File: src/rtl/tx_timing_pkg.sv
package tx_timing_pkg;

  typedef enum logic {
    RATE_LOW  = 1'b0,  // 155.52 Mbit/s
    RATE_HIGH = 1'b1   // 622.08 Mbit/s
  } rate_e;

  localparam int unsigned FB_W = 5;  // largest modulus 32 -> terminal 31

  typedef struct packed {
    rate_e      rate;
    logic [1:0] ref_sel;
    logic       nibble;
  } tx_cfg_t;

  // Terminal count (modulus - 1) of the feedback divider.
  function automatic logic [FB_W-1:0] fb_last(rate_e rate, logic [1:0] ref_sel);
    logic [5:0] base;
    logic [5:0] modulus;
    case (ref_sel)
      2'd0:    base = 6'd8;
      2'd1:    base = 6'd4;
      2'd2:    base = 6'd3;
      default: base = 6'd2;
    endcase
    modulus = (rate == RATE_HIGH) ? (base << 2) : base;
    return FB_W'(modulus - 6'd1);
  endfunction

endpackage

File: src/rtl/tx_cfg_hold.sv
module tx_cfg_hold
  import tx_timing_pkg::*;
(
  input  logic    clk_i,
  input  logic    rst_ni,
  input  tx_cfg_t cfg_i,
  output tx_cfg_t cfg_o,
  output logic    run_o
);

  tx_cfg_t cfg_q;
  logic    vld_q;

  always_ff @(posedge clk_i or negedge rst_ni) begin
    if (!rst_ni) begin
      vld_q <= 1'b0;
      cfg_q <= '0;
    end else if (!vld_q) begin
      vld_q <= 1'b1;
      cfg_q <= cfg_i;
    end
  end

  assign cfg_o = cfg_q;
  assign run_o = vld_q;

  AST_CFG_FROZEN: assert property (@(posedge clk_i) disable iff (!rst_ni)
    $past(vld_q) |-> $stable(cfg_q));

endmodule

File: src/rtl/tx_mod_counter.sv
module tx_mod_counter #(
  parameter int unsigned W = 3
) (
  input  logic         clk_i,
  input  logic         rst_ni,
  input  logic         run_i,
  input  logic [W-1:0] last_i,
  input  logic         load_i,
  input  logic [W-1:0] load_val_i,
  output logic [W-1:0] cnt_o,
  output logic         tc_o
);

  logic [W-1:0] cnt_q;
  logic [W-1:0] cnt_d;

  always_comb begin
    if (!run_i)               cnt_d = '0;
    else if (load_i)          cnt_d = load_val_i;
    else if (cnt_q == last_i) cnt_d = '0;
    else                      cnt_d = cnt_q + W'(1);
  end

  always_ff @(posedge clk_i or negedge rst_ni) begin
    if (!rst_ni) cnt_q <= '0;
    else         cnt_q <= cnt_d;
  end

  assign cnt_o = cnt_q;
  assign tc_o  = run_i && (cnt_q == last_i);

  AST_CNT_IN_RANGE: assert property (@(posedge clk_i) disable iff (!rst_ni)
    run_i |-> cnt_q <= last_i);

  AST_TC_ISOLATED: assert property (@(posedge clk_i) disable iff (!rst_ni)
    (tc_o && !load_i && last_i != '0) |=> !tc_o);

endmodule

File: src/rtl/tx_edge_det.sv
module tx_edge_det (
  input  logic clk_i,
  input  logic rst_ni,
  input  logic lvl_i,
  output logic rise_o
);

  logic lvl_q;

  always_ff @(posedge clk_i or negedge rst_ni) begin
    if (!rst_ni) lvl_q <= 1'b0;
    else         lvl_q <= lvl_i;
  end

  assign rise_o = lvl_i & ~lvl_q;

  AST_RISE_SINGLE: assert property (@(posedge clk_i) disable iff (!rst_ni)
    rise_o |=> !rise_o);

endmodule

File: src/rtl/tx_timing_gen.sv
module tx_timing_gen
  import tx_timing_pkg::*;
#(
  parameter int unsigned BYTE_W    = 8,
  parameter int unsigned ALIGN_LAG = 2,  // must stay below BYTE_W/2
  parameter bit          NIBBLE_EN = 1'b1
) (
  input  logic       clk_i,
  input  logic       rst_ni,
  input  logic       rate_sel_i,
  input  logic [1:0] ref_sel_i,
  input  logic       nibble_i,
  input  logic       pclk_smp_i,
  output logic       word_clk_o,
  output logic       load_o,
  output logic       fb_pulse_o,
  output logic       fb_clk_o
);

  localparam int unsigned WC_W = $clog2(BYTE_W);
  localparam logic [WC_W-1:0] BYTE_LAST = WC_W'(BYTE_W - 1);
  localparam logic [WC_W-1:0] NIB_LAST  = WC_W'(BYTE_W / 2 - 1);
  localparam logic [WC_W-1:0] LAG       = WC_W'(ALIGN_LAG);

  tx_cfg_t cfg_in;
  tx_cfg_t cfg;
  logic    run;

  assign cfg_in = '{rate: rate_e'(rate_sel_i), ref_sel: ref_sel_i, nibble: nibble_i};

  tx_cfg_hold u_cfg (
    .clk_i  (clk_i),
    .rst_ni (rst_ni),
    .cfg_i  (cfg_in),
    .cfg_o  (cfg),
    .run_o  (run)
  );

  // word counter: byte or nibble modulus
  logic [WC_W-1:0] word_last;
  logic [WC_W-1:0] word_preset;
  logic [WC_W-1:0] word_cnt;
  logic            word_tc;
  logic            rise;
  logic            align;

  generate
    if (NIBBLE_EN) begin : g_nib
      assign word_last = cfg.nibble ? NIB_LAST : BYTE_LAST;
    end else begin : g_byte
      assign word_last = BYTE_LAST;
    end
  endgenerate

  // preset places the terminal count ALIGN_LAG edges after the loading edge
  assign word_preset = word_last - LAG;

  tx_edge_det u_edge (
    .clk_i  (clk_i),
    .rst_ni (rst_ni),
    .lvl_i  (pclk_smp_i),
    .rise_o (rise)
  );

  assign align = rise & run;

  tx_mod_counter #(.W(WC_W)) u_word (
    .clk_i      (clk_i),
    .rst_ni     (rst_ni),
    .run_i      (run),
    .last_i     (word_last),
    .load_i     (align),
    .load_val_i (word_preset),
    .cnt_o      (word_cnt),
    .tc_o       (word_tc)
  );

  logic [WC_W:0] word_half;
  assign word_half  = ({1'b0, word_last} + (WC_W+1)'(1)) >> 1;
  assign word_clk_o = run && ({1'b0, word_cnt} < word_half);
  assign load_o     = word_tc;

  // feedback divider: modulus from rate and reference select
  logic [FB_W-1:0] fb_lst;
  logic [FB_W-1:0] fb_cnt;
  logic            fb_tc;
  logic [FB_W:0]   fb_half;

  assign fb_lst = fb_last(cfg.rate, cfg.ref_sel);

  tx_mod_counter #(.W(FB_W)) u_fb (
    .clk_i      (clk_i),
    .rst_ni     (rst_ni),
    .run_i      (run),
    .last_i     (fb_lst),
    .load_i     (1'b0),
    .load_val_i ('0),
    .cnt_o      (fb_cnt),
    .tc_o       (fb_tc)
  );

  assign fb_half    = ({1'b0, fb_lst} + (FB_W+1)'(1)) >> 1;
  assign fb_clk_o   = run && ({1'b0, fb_cnt} < fb_half);
  assign fb_pulse_o = fb_tc;

  AST_IDLE_QUIET: assert property (@(posedge clk_i) disable iff (!rst_ni)
    !run |-> !(word_clk_o || load_o || fb_pulse_o || fb_clk_o));

  AST_FB_CLK_AFTER_PULSE: assert property (@(posedge clk_i) disable iff (!rst_ni)
    fb_pulse_o |=> fb_clk_o);

  AST_WORD_CLK_AFTER_LOAD: assert property (@(posedge clk_i) disable iff (!rst_ni)
    (load_o && !align) |=> word_clk_o);

  AST_ALIGN_PRESET: assert property (@(posedge clk_i) disable iff (!rst_ni)
    align |=> word_cnt == word_preset);

endmodule

File: config.mk
export PLATFORM = sky130hd
export DESIGN_NAME = tx_timing_gen
export DESIGN_NICKNAME = d
export VERILOG_FILES = /design/src/rtl/tx_timing_pkg.sv /design/src/rtl/tx_cfg_hold.sv /design/src/rtl/tx_mod_counter.sv /design/src/rtl/tx_edge_det.sv /design/src/rtl/tx_timing_gen.sv
export SDC_FILE = /design/constraint.sdc
export NUM_CORES = 1
export LEC_CHECK = 0
export BUFFER_PORTS_ARGS = -buffer_cell sky130_fd_sc_hd__buf_2
export CAP_MARGIN = 20
export CORE_ASPECT_RATIO = 1.75
export CORE_MARGIN = 10
export CORE_UTILIZATION = 36
export DETAILED_ROUTE_END_ITERATION = 8
export GPL_TIMING_DRIVEN = 0
export RECOVER_POWER = 100
export SKIP_LAST_GASP = 1
export SLEW_MARGIN = 5
export SYNTH_ARGS = -nofsm -noshare
export SYNTH_HDL_FRONTEND = slang
export SYNTH_SLANG_ARGS = --single-unit
File: constraint.sdc
create_clock -name clk_i -period 3.59 [get_ports clk_i]
set_clock_uncertainty 0.1 [all_clocks]
set_input_delay 0.718 -clock clk_i [delete_from_list [all_inputs] [get_ports clk_i]]
set_output_delay 0.718 -clock clk_i [all_outputs]
set_load 0.005 [all_outputs]
==> metrics.md, run 1 <==
| Metric | Value |
|---|---|
| Post-synth EDFFs | 0 |
| Synth Area in Simple Gates | 0.193 |
| Register clock-pin slew on the reported worst setup and hold paths | 60 ps |
| # Max-Cap Violations | 0 |
| Crit path largest cell delay | 410 ps |
| Worst vdd ir | 297 uV |
| ANT cells | 0 |
| Clock period minus worst slack | 3430 ps |
| Power per cell area | 426 nW/um2 |
| IO Count | 11 |
| Register-to-register setup slack | around 1100 ps |
| Skew-Pair Late Insertion Delay | roughly 250 ps |
| Synthesized net count | 110 |
| Post-Synthesis Cell Area | approximately 950 um2 |
| Final Wtd Congestion | roughly 0.81 |
| Sequential share of power | 0.374 |
| Die area | 5180 um2 |
| Crit Path Category | register to output port |
| DR WL/cell | 14.3 um |
| Leakage | ~0.00052 uW |
| RR Startpoint | u_cfg.cfg_o[2] |
| H-tree lvl count | 1 |
| Post-DRT Antenna Nets | 0 |
| Mux contribution to synthesized area | 0.0474 |
| NetSw | 145 uW |
| Count of final max-slew check failures | 0 |
| R2R Path End | u_fb.cnt_o[3] |
| Initial Utilization | 0.377 |
| Post-DP HPWL | ~1600 um |
| Post-synthesis sequential area ratio | 0.368 |
| Die Y-Extent | 88.0 um |
| Post-Synth XOR/XNOR Area | 0.0921 |
| Overall routing resource usage | 0.0837 |
| # DRC | 0 |
| Chip Width | slightly below 60 um |
| WP data arrival | ~2600 ps |
| Clock network fraction of total power | 0.314 |
| Largest net degree at the start of global routing | 15 |
| Post-Route WL | ~2000 um |
| Clk buf depth | 2 |
| Synth warnings | 0 |
| Status | finished, final reports clean |
| Syn_area_per_cell | a little over 10 um2 |
| CTS root buf | clkbuf_8 |
| Port bufs | 10 |
| Worst Reg2Reg Path Length in Cells | 8 |
| F_max | a little under 300 MHz |
| Number of cells after detailed placement | 130 |
| Critical-path cell list | buf_6, or3b_4, ha_4, xnor2_2, xor2_1, o21a_1, ha_1, nand2_1, a21oi_1, a2111oi_2, buf_2 |
| Synth Area in Compound Gates | 0.128 |
| Internal | around 340 uW |
| Routed vias/inst | 5.32 |
| Detailed router's first-iteration violation count | 7 |
| Post-Synth Adder-Cell Area | 0.118 |
| Rel. slew slack | 0.512 |
| RSZ-0062 raised after global routing | true |
| Syn-to-layout area delta | 20.3% |
| Final Util | 0.453 |
| # setup viols final | 0 |
| Setup crit end kind | output port |
| Largest family of logic cells by synthesized area | simple AND/OR/NAND/NOR gates |
| Post-route clock period utilization | 0.955 |
| Initial antenna violation count | 0 |
| 1st-pass router iterations | 4 |
| Tightest Pin Transition | 732 ps |
| TritonCTS buffer count | 3 |
| Vias | 729 |
| PnR Total Power | approximately 500 uW |
| Row count | 24 |
| Vias in the first global route | 795 |
| Hold-fix buffers, CTS | 0 |
| CP startpoint kind | register |
| Layout Cells excl Fill | about 140 |
| Share of cells above drive strength 1 | 0.270 |
| Distinct cells, synth | 35 |
| CTS tree | built |
| First-pass GRT wire length | 3430 um |
| Final-report hold violation count | 0 |
| Synthesized flop and latch total | 14 |
| Critical path's slowest cell | or3b_4 |
| Final net count | 128 |
| Worst Hold Class | input pin to async pin |
| Commonest register cell after synthesis | dfrtp_1 |
| Pre-CTS setup slack | 286 ps |
| Proportion of power drawn by combinational gates | 0.312 |
| Fill count | around 250 |
| Gr ovfl total | 0 |
| Core area | 2520 um2 |
| Switching share of power | 0.297 |
| Async S/R FF share, synth | 1.00 |
| Mapped Cells | 94 |
| PnR worst setup slack | 161 ps |
| CP Data Required Time | ~2800 ps |
| Sinks on Clock Net | 14 |
| Critical path peak fanout | 10 |
-- worst max path at each step --
stage,slack [ps],from,cells past startpoint,to
finish,160,u_cfg.cfg_o[2],11,fb_clk_o
global route,-10,u_cfg.cfg_o[2],11,fb_clk_o
CTS,10,u_cfg.cfg_o[1],10,fb_clk_o
detailed placement,290,u_cfg.cfg_o[1],10,fb_clk_o
global placement,300,u_cfg.cfg_o[1],10,fb_clk_o
floorplan,500,u_cfg.cfg_o[1],9,fb_clk_o
-- logic make-up after synthesis --
logic type / count (synthesis)
AO/OA/AOI/OAI: 16
multiplexers: 4
XOR/XNOR: 10
buffers and inverters: 7
AND/OR/NAND/NOR: 33
other: 1
flip-flops: 14
adder cells (fa/ha/maj): 9
-- cell usage in the layout, fill, tap and decap left out, types with 2 or more instances in the layout --
cell type	n
nand2b_1	3
buf_2	8
clkbuf_1	4
dfrtp_1	14
nor2b_1	2
xnor2_1	2
ha_1	7
inv_1	2
and3_1	3
nor3_1	3
a21oi_1	6
mux2_2	4
ha_4	2
buf_4	3
nor2_1	8
nor3b_1	2
a211oi_1	2
xor2_1	7
nand3_1	3
clkbuf_8	4
buf_6	3
nand2_1	3
-- per-layer routing --
metal / track usage / vias to the layer above / routed length (um)
met5: 0 / - / 0
met4: 0.0503 / 0 / 50
met3: 0.0145 / 5 / 55
met2: 0.159 / 9 / 1110
met1: 0.0780 / 353 / 739
li1: - / 362 / -
-- sequential cells by signal, indices dropped and copies added, names as in the netlist --
name and flops:
u_cfg.run_o 1, u_edge.lvl_q 1, u_cfg.cfg_o 4, u_word.cnt_o 3, u_fb.cnt_o 5
-- critical path, delay by kind of cell (launching register included) --
kind / cells / cell delay, ps
AO/OA/AOI/OAI: 3 / 520
flip-flops: 1 / 340
AND/OR/NAND/NOR: 2 / 470
buffers and inverters: 2 / 290
XOR/XNOR: 2 / 290
adder cells (fa/ha/maj): 2 / 440
-- power by group through the flow --
| stage | logic [uW] | registers [uW] | clock network (uW) |
|---|---|---|---|
| after global placement | 135 | 184 | 0 |
| final | 152 | 182 | 153 |
| after CTS | 142 | 182 | 158 |
| after global routing | 173 | 184 | 161 |
| after floorplan | 109 | 182 | 0 |
| after detailed placement | 141 | 185 | 0 |
-- synthesized netlist by cell type (3+ instances only) --
cell type	count	area (um2)
nand2_1	3	11.3
nand3_1	3	15.0
mux2_2	4	45.0
ha_1	9	113
nand2b_1	3	18.8
a21oi_1	6	30.0
nor2_1	8	30.0
and3_1	3	18.8
xor2_1	7	61.3
dfrtp_1	14	350
nor3_1	3	15.0
xnor2_1	3	26.3
-- layout make-up --
class | instances | area (um2) | area share
Multi-Input combinational cell | 73 | 587 | 0.513
Sequential cell | 14 | 350 | 0.306
Timing Repair Buffer | 13 | 68.8 | 0.0602
Clock buffer | 4 | 55.1 | 0.0481
Buffer | 5 | 42.5 | 0.0372
Inverter | 2 | 7.51 | 0.00656
Tap cell | 26 | 32.5 | 0.0284
-- stage by stage --
step | TNS, ps | hold slack [ps] | instance area [um2]
after CTS | 0 | 259 | 1090
final | 0 | 402 | 1140
after global routing | -12.7 | 455 | 1140
after global placement | 0 | 425 | 1030
after detailed placement | 0 | 443 | 1030
after floorplan | 0 | 322 | 951
-- what timing repair did --
action	in CTS	in global routing
setup endpoints to repair	0	1
resized for setup	0	5
setup buffers	0	3
Power figures use the tool's default switching activity.
==> inputs of run 2 (changes only) <==
- clock period: 3.59 -> 3.7 ns (I/O delays scaled with it)
==> run 2 against run 1 <==
  * Cell count shrank 2.2%
  * Register-to-register slack lost 70 ps
  * Clock-buffer cell count is the same
  * Flip-flop and latch count is the same
  * Utilization shrank 1.1 points
  * Design area shrank 2.4%
  * Largest cell class unchanged
  * Highest routed layer unchanged
  * Sequential share of layout area grew 0.76 points
  * Largest power group unchanged
==> metrics.md, run 2 (synthesized netlist as in run 1, its figures left out) <==
| Metric | Value |
|---|---|
| Routed vias/inst | 5.33 (was 5.32) |
| Critical path peak fanout | 9 (was 10) |
| Leakage | 0.000505 uW (was 0.000525 uW) |
| Clock period minus worst slack | 3510 ps |
| Final net count | 125 (was 128) |
| Met3 wire length | 55 um (unchanged) |
| # DRC | 0 (unchanged) |
| Layout Cells excl Fill | 134 (was 137) |
| Register-to-register setup slack | 1070 ps (was 1140 ps) |
| F_max | 285 MHz |
| Vias | 714 (was 729) |
| H-tree lvl count | 1 (unchanged) |
| TNS Setup | 0 ps (unchanged) |
| Register clock-pin slew on the reported worst setup and hold paths | 60 ps (about the same) |
| R2R Path End | u_fb.cnt_o[3] (unchanged) |
| Worst Reg2Reg Path Length in Cells | 8 (unchanged) |
| Final-report hold violation count | 0 (unchanged) |
| # Max-Cap Violations | 0 (unchanged) |
| Overall routing resource usage | 0.0837 (unchanged) |
| Max FFs per register | 5 (unchanged) |
| Met2 WL | 1090 um (was 1110 um) |
| Design Area, Final | 1120 um2 (was 1140 um2) |
| Sinks on Clock Net | 14 (unchanged) |
| CP Data Required Time | 2860 ps (was 2770 ps) |
| Worst vdd ir | 288 uV (was 297 uV) |
| Hold_ws | 430 ps (was 402 ps) |
| Uppermost routed layer | met4 (unchanged) |
| Post-Route WL | 1930 um (was 1950 um) |
| Status | finished, final reports clean (unchanged) |
| Rel. slew slack | 0.501 (was 0.512) |
| Crit path from | u_cfg.cfg_o[1] (was u_cfg.cfg_o[2]) |
| Gr ovfl total | 0 (unchanged) |
| Clk buf depth | 2 (unchanged) |
| RSZ-0062 raised after global routing | false (was true) |
| Port bufs | 10 (unchanged) |
| Syn-to-layout area delta | 17.4% (was 20.3%) |
| Post-DP HPWL | 1560 um (unchanged) |
| ANT cells | 0 (unchanged) |
| Most common cell after layout, fill and taps aside | dfrtp_1 (unchanged) |
| Power per cell area | 419 nW/um2 (was 426 nW/um2) |
| Initial Utilization | 0.377 (unchanged) |
| Post-route clock period utilization | 0.947 |
| DR WL/cell | 14.4 um (was 14.3 um) |
| CP startpoint kind | register (unchanged) |
| Detailed router's first-iteration violation count | 9 (was 7) |
| Setup crit end kind | output port (unchanged) |
| Vias in the first global route | 795 (unchanged) |
| Tightest Pin Transition | 749 ps (was 732 ps) |
| WP data arrival | 2670 ps (was 2610 ps) |
| Final Wtd Congestion | 0.813 (unchanged) |
| IO Count | 11 (unchanged) |
| Worst Hold Class | input pin to async pin (unchanged) |
| Count of final max-slew check failures | 0 (unchanged) |
| Post-Route M1 WL | 733 um (was 739 um) |
| Skew-Pair Late Insertion Delay | 250 ps (about the same) |
| Core area | 2520 um2 (unchanged) |
| Placed inst area | 1030 um2 (unchanged) |
| Post-DRT Antenna Nets | 0 (unchanged) |
| Final Util | 0.442 (was 0.453) |
| First-pass GRT wire length | 3430 um (unchanged) |
| Number of cells after detailed placement | 130 (unchanged) |
| Most frequent cells in the layout | dfrtp_1, nor2_1, xor2_1, ha_1 (was dfrtp_1, buf_2, nor2_1) |
| Post-CTS setup buffers | 0 (unchanged) |
| Chip Width | 58.9 um (unchanged) |
| Fill count | 258 (was 252) |
| CTS root buf | clkbuf_8 (unchanged) |
| Die area | 5180 um2 (unchanged) |
| Die Y-Extent | 88.0 um (unchanged) |
| RR Startpoint | u_cfg.cfg_o[1] (was u_cfg.cfg_o[2]) |
| Crit Path Category | register to output port (unchanged) |
| CTS tree | built (unchanged) |
| Share of cells above drive strength 1 | 0.241 (was 0.270) |
| 1st-pass router iterations | 4 (unchanged) |
| Critical Path Sink | fb_clk_o (unchanged) |
| # setup viols final | 0 (unchanged) |
| Largest net degree at the start of global routing | 15 (unchanged) |
| Row count | 24 (unchanged) |
| TritonCTS buffer count | 3 (unchanged) |
| Initial antenna violation count | 0 (unchanged) |
## run 2: cell types whose count changed in the layout (fill, tap and decap cells not counted)
cell	change
clkbuf_2	+1
buf_2	-2
o21ai_0	+1
o21ai_1	-1
clkbuf_1	+1
buf_4	-2
buf_6	-1
## run 2: layer usage
metal / up-vias / GRT usage
li1: 356 / -
met1: 344 / 0.0780
met2: 9 / 0.159
met3: 5 / 0.0145
met4: 0 / 0.0503
met5: - / 0
## run 2: area by class of cell
cell class / count / area [um2] / area share
Buffer: 5 / 38.8 / 0.0348
Clock buffer: 4 / 55.1 / 0.0493
Inverter: 2 / 7.51 / 0.00673
Multi-Input combinational cell: 73 / 587 / 0.526
Sequential cell: 14 / 350 / 0.314
Tap cell: 26 / 32.5 / 0.0291
Timing Repair Buffer: 10 / 45.0 / 0.0404
## run 2: per-stage QoR
step | power (uW) | setup slack [ps]
6_report | 467 | 195
5_1_grt | 496 | 13.9
4_1_cts | 468 | 98.5
3_5_place_dp | 316 | 374
3_3_place_gp | 310 | 387
2_1_floorplan | 282 | 593
## run 2: timing repair
| action | in CTS | in global routing |
|---|---|---|
| endpoints found under the setup margin | 0 | 1 |
| resized for setup | 0 | 4 |
| hold endpoints to repair | 0 | 0 |
| hold buffers | 0 | 0 |
## run 2: where the power goes
part / switching (uW) / total [uW] / internal (uW)
logic: 73.7 / 142 / 68.2
clock network: 54.4 / 149 / 94.3
registers: 11.2 / 177 / 165
total: 139 / 467 / 328
## run 2: critical path, cell delays in order, from the launching register on
cell and delay (ps):
dfrtp_1 370, buf_6 140, or3b_4 430, ha_4 190
xnor2_2 140, xor2_1 140, o21a_1 170, ha_1 260
nand2_1 60, a21oi_1 40, a2111oi_2 320, clkbuf_2 170
## run 2: worst min path at each step
| stage | startpoint | endpoint | slack (ps) | depth (start not counted) |
|---|---|---|---|---|
| 6_report | rst_ni | u_word.cnt_o[2] | 430 | 1 |
| 4_1_cts | rst_ni | u_word.cnt_o[2] | 280 | 1 |
| 3_3_place_gp | u_edge.lvl_q | u_word.cnt_o[1] | 420 | 2 |
| 5_1_grt | rst_ni | u_word.cnt_o[2] | 480 | 1 |
| 3_5_place_dp | u_edge.lvl_q | u_word.cnt_o[1] | 440 | 2 |
| 2_1_floorplan | rst_ni | u_cfg.cfg_o[0] | 340 | 0 |
==> inputs of run 3 (changes only) <==
--- a/config.mk
+++ b/config.mk
@@ -14,5 +14,4 @@
 export GPL_TIMING_DRIVEN = 0
 export RECOVER_POWER = 100
-export SKIP_LAST_GASP = 1
 export SLEW_MARGIN = 5
 export SYNTH_ARGS = -nofsm -noshare
==> constraint.sdc (replaced) <==
create_clock -name clk_i -period 3.7 [get_ports clk_i]
set_clock_uncertainty 0.1 [all_clocks]
set_input_delay 0.555 -clock clk_i [delete_from_list [all_inputs] [get_ports clk_i]]
set_output_delay 0.555 -clock clk_i [all_outputs]
set_load 0.005 [all_outputs]
==> run 3 against run 2 <==
  * First-iteration DRC count fell by 11%
  * Via count rose by 0.28%
  * Routed wire length fell by 1.9%
  * Hold slack got worse by 190 ps
  * Die area did not move
  * Setup slack improved by 140 ps
  * Power fell by 1.8%
  * Flip-flop and latch count did not move
  * Critical path depth fell by 1
  * Utilization fell by 1.3 points
  * Non-clock buffer count did not move
  * Clock-buffer cell count did not move
==> metrics.md, run 3 (synthesized netlist as in run 1, its figures left out) <==
| Metric | Value |
|---|---|
| PnR worst setup slack | 336 ps (was 195 ps) |
| Count of final max-slew check failures | 0 (unchanged) |
| Die area | 5180 um2 (unchanged) |
| H-tree lvl count | 1 (unchanged) |
| Clk buf depth | 2 (unchanged) |
| Rel. slew slack | 0.501 (about the same) |
| Detailed router's first-iteration violation count | 8 (was 9) |
| CP Data Required Time | 3040 ps (was 2860 ps) |
| Vias in the first global route | 795 (unchanged) |
| Leakage | 0.000495 uW (was 0.000505 uW) |
| Syn-to-layout area delta | 13.8% (was 17.4%) |
| Die Y-Extent | 88.0 um (unchanged) |
| IO Count | 11 (unchanged) |
| Vias | 716 (was 714) |
| Final-report hold violation count | 0 (unchanged) |
| Worst vdd ir | 288 uV (about the same) |
| Post-route clock period utilization | 0.909 (was 0.947) |
| # Max-Cap Violations | 0 (unchanged) |
| TritonCTS buffer count | 3 (unchanged) |
| Placed inst area | 1030 um2 (unchanged) |
| Post-DRT Antenna Nets | 0 (unchanged) |
| PnR Total Power | 459 uW (was 467 uW) |
| Max FFs per register | 5 (unchanged) |
| CTS tree | built (unchanged) |
| Overall routing resource usage | 0.0837 (unchanged) |
| Setup crit end kind | output port (unchanged) |
| Uppermost routed layer | met4 (unchanged) |
| Post-Route WL | 1890 um (was 1930 um) |
| ANT cells | 0 (unchanged) |
| Routed vias/inst | 5.34 (was 5.33) |
| CP startpoint kind | register (unchanged) |
| Share of cells above drive strength 1 | 0.204 (was 0.241) |
| Skew-Pair Late Insertion Delay | 250 ps (about the same) |
| # setup viols final | 0 (unchanged) |
| Pre-CTS setup slack | 559 ps (was 374 ps) |
| Crit Path Category | register to output port (unchanged) |
| DR WL/cell | 14.1 um (was 14.4 um) |
| Chip Width | 58.9 um (unchanged) |
| # DRC | 0 (unchanged) |
| Status | finished, final reports clean (unchanged) |
| Resized Gates After CTS | 0 (unchanged) |
| Met3 wire length | 56 um (was 55 um) |
| Post-CTS setup buffers | 0 (unchanged) |
| Final Wtd Congestion | 0.813 (unchanged) |
| Power per cell area | 424 nW/um2 (was 419 nW/um2) |
| Most common cell after layout, fill and taps aside | dfrtp_1 (unchanged) |
| Largest net degree at the start of global routing | 15 (unchanged) |
| Worst Hold Class | input pin to async pin (unchanged) |
| Post-Route M1 WL | 723 um (was 733 um) |
| 1st-pass router iterations | 3 (was 4) |
| Tightest Pin Transition | 749 ps (about the same) |
| Clock period minus worst slack | 3360 ps (was 3510 ps) |
| Met2 WL | 1060 um (was 1090 um) |
| Design Area, Final | 1080 um2 (was 1120 um2) |
| Register clock-pin slew on the reported worst setup and hold paths | 60 ps (about the same) |
| RSZ-0062 raised after global routing | false (unchanged) |
| Hold-fix buffers, CTS | 0 (unchanged) |
| Initial Utilization | 0.377 (unchanged) |
| Final net count | 125 (unchanged) |
| Final Util | 0.429 (was 0.442) |
| Most frequent cells in the layout | dfrtp_1, ha_1, nor2_1 (was dfrtp_1, nor2_1, xor2_1, ha_1) |
| Port bufs | 10 (unchanged) |
| CTS root buf | clkbuf_8 (unchanged) |
| F_max | 297 MHz (was 285 MHz) |
| WP data arrival | 2710 ps (was 2670 ps) |
| Gr ovfl total | 0 (unchanged) |
| Fill count | 262 (was 258) |
| Critical path peak fanout | 9 (unchanged) |
| Initial antenna violation count | 0 (unchanged) |
| TNS Setup | 0 ps (unchanged) |
| First-pass GRT wire length | 3430 um (unchanged) |
| Sinks on Clock Net | 14 (unchanged) |
| Core area | 2520 um2 (unchanged) |
| Row count | 24 (unchanged) |
| Post-DP HPWL | 1560 um (unchanged) |
-- run 3: cell counts in the layout (fill, tap and decap cells not counted) --
Identical to the previous run, type by type.
-- run 3: routing by layer --
| metal | up-vias | global-route usage |
|---|---|---|
| li1 | 356 | - |
| met2 | 9 | 0.159 |
| met5 | - | 0 |
| met1 | 346 | 0.0780 |
| met3 | 5 | 0.0145 |
| met4 | 0 | 0.0503 |
-- run 3: worst max-delay path, stage by stage, from the launching register on --
cell and delay (ps):
dfrtp_1 370, buf_6 130, or3b_4 410, ha_1 240, xnor2_1 160, or2_2 310, ha_1 310, nand2_1 70
a21oi_1 50, a2111oi_2 270, clkbuf_1 150
-- run 3: path summary, 6_finish.rpt --
| kind | startpoint | slack (ps) | endpoint | cells after the start |
|---|---|---|---|---|
| min in group clk_i | pclk_smp_i | 320 | u_edge.lvl_q | 1 |
| max in group asynchronous | rst_ni | 2780 | u_cfg.cfg_o[1] | 1 |
| max | u_cfg.cfg_o[1] | 340 | fb_clk_o | 10 |
| max reg2reg | u_cfg.cfg_o[1] | 1010 | u_fb.cnt_o[3] | 8 |
| min | rst_ni | 250 | u_word.cnt_o[2] | 1 |
| min reg2reg | u_edge.lvl_q | 440 | u_word.cnt_o[1] | 2 |
-- run 3: through the flow --
step                std cells  hold WS, ps
global placement          130          363
finish                    134          245
CTS                       134         96.0
floorplan                  94          159
global route              134          292
detailed placement        130          364
-- run 3: final cells by class --
class / instances / area, um2 / share of cell area
Sequential cell: 14 / 350 / 0.324
Multi-Input combinational cell: 73 / 554 / 0.512
Inverter: 2 / 7.51 / 0.00694
Timing Repair Buffer: 10 / 43.8 / 0.0405
Clock buffer: 4 / 55.1 / 0.0509
Buffer: 5 / 38.8 / 0.0358
Tap cell: 26 / 32.5 / 0.0301
-- run 3: report_power, final --
part           total [uW]  switching [uW]  internal (uW)  leakage (uW)
Clock                 149            54.4           94.3     0.0000288
Combinational         133            71.3           61.9      0.000290
Sequential            177            11.2            165      0.000176
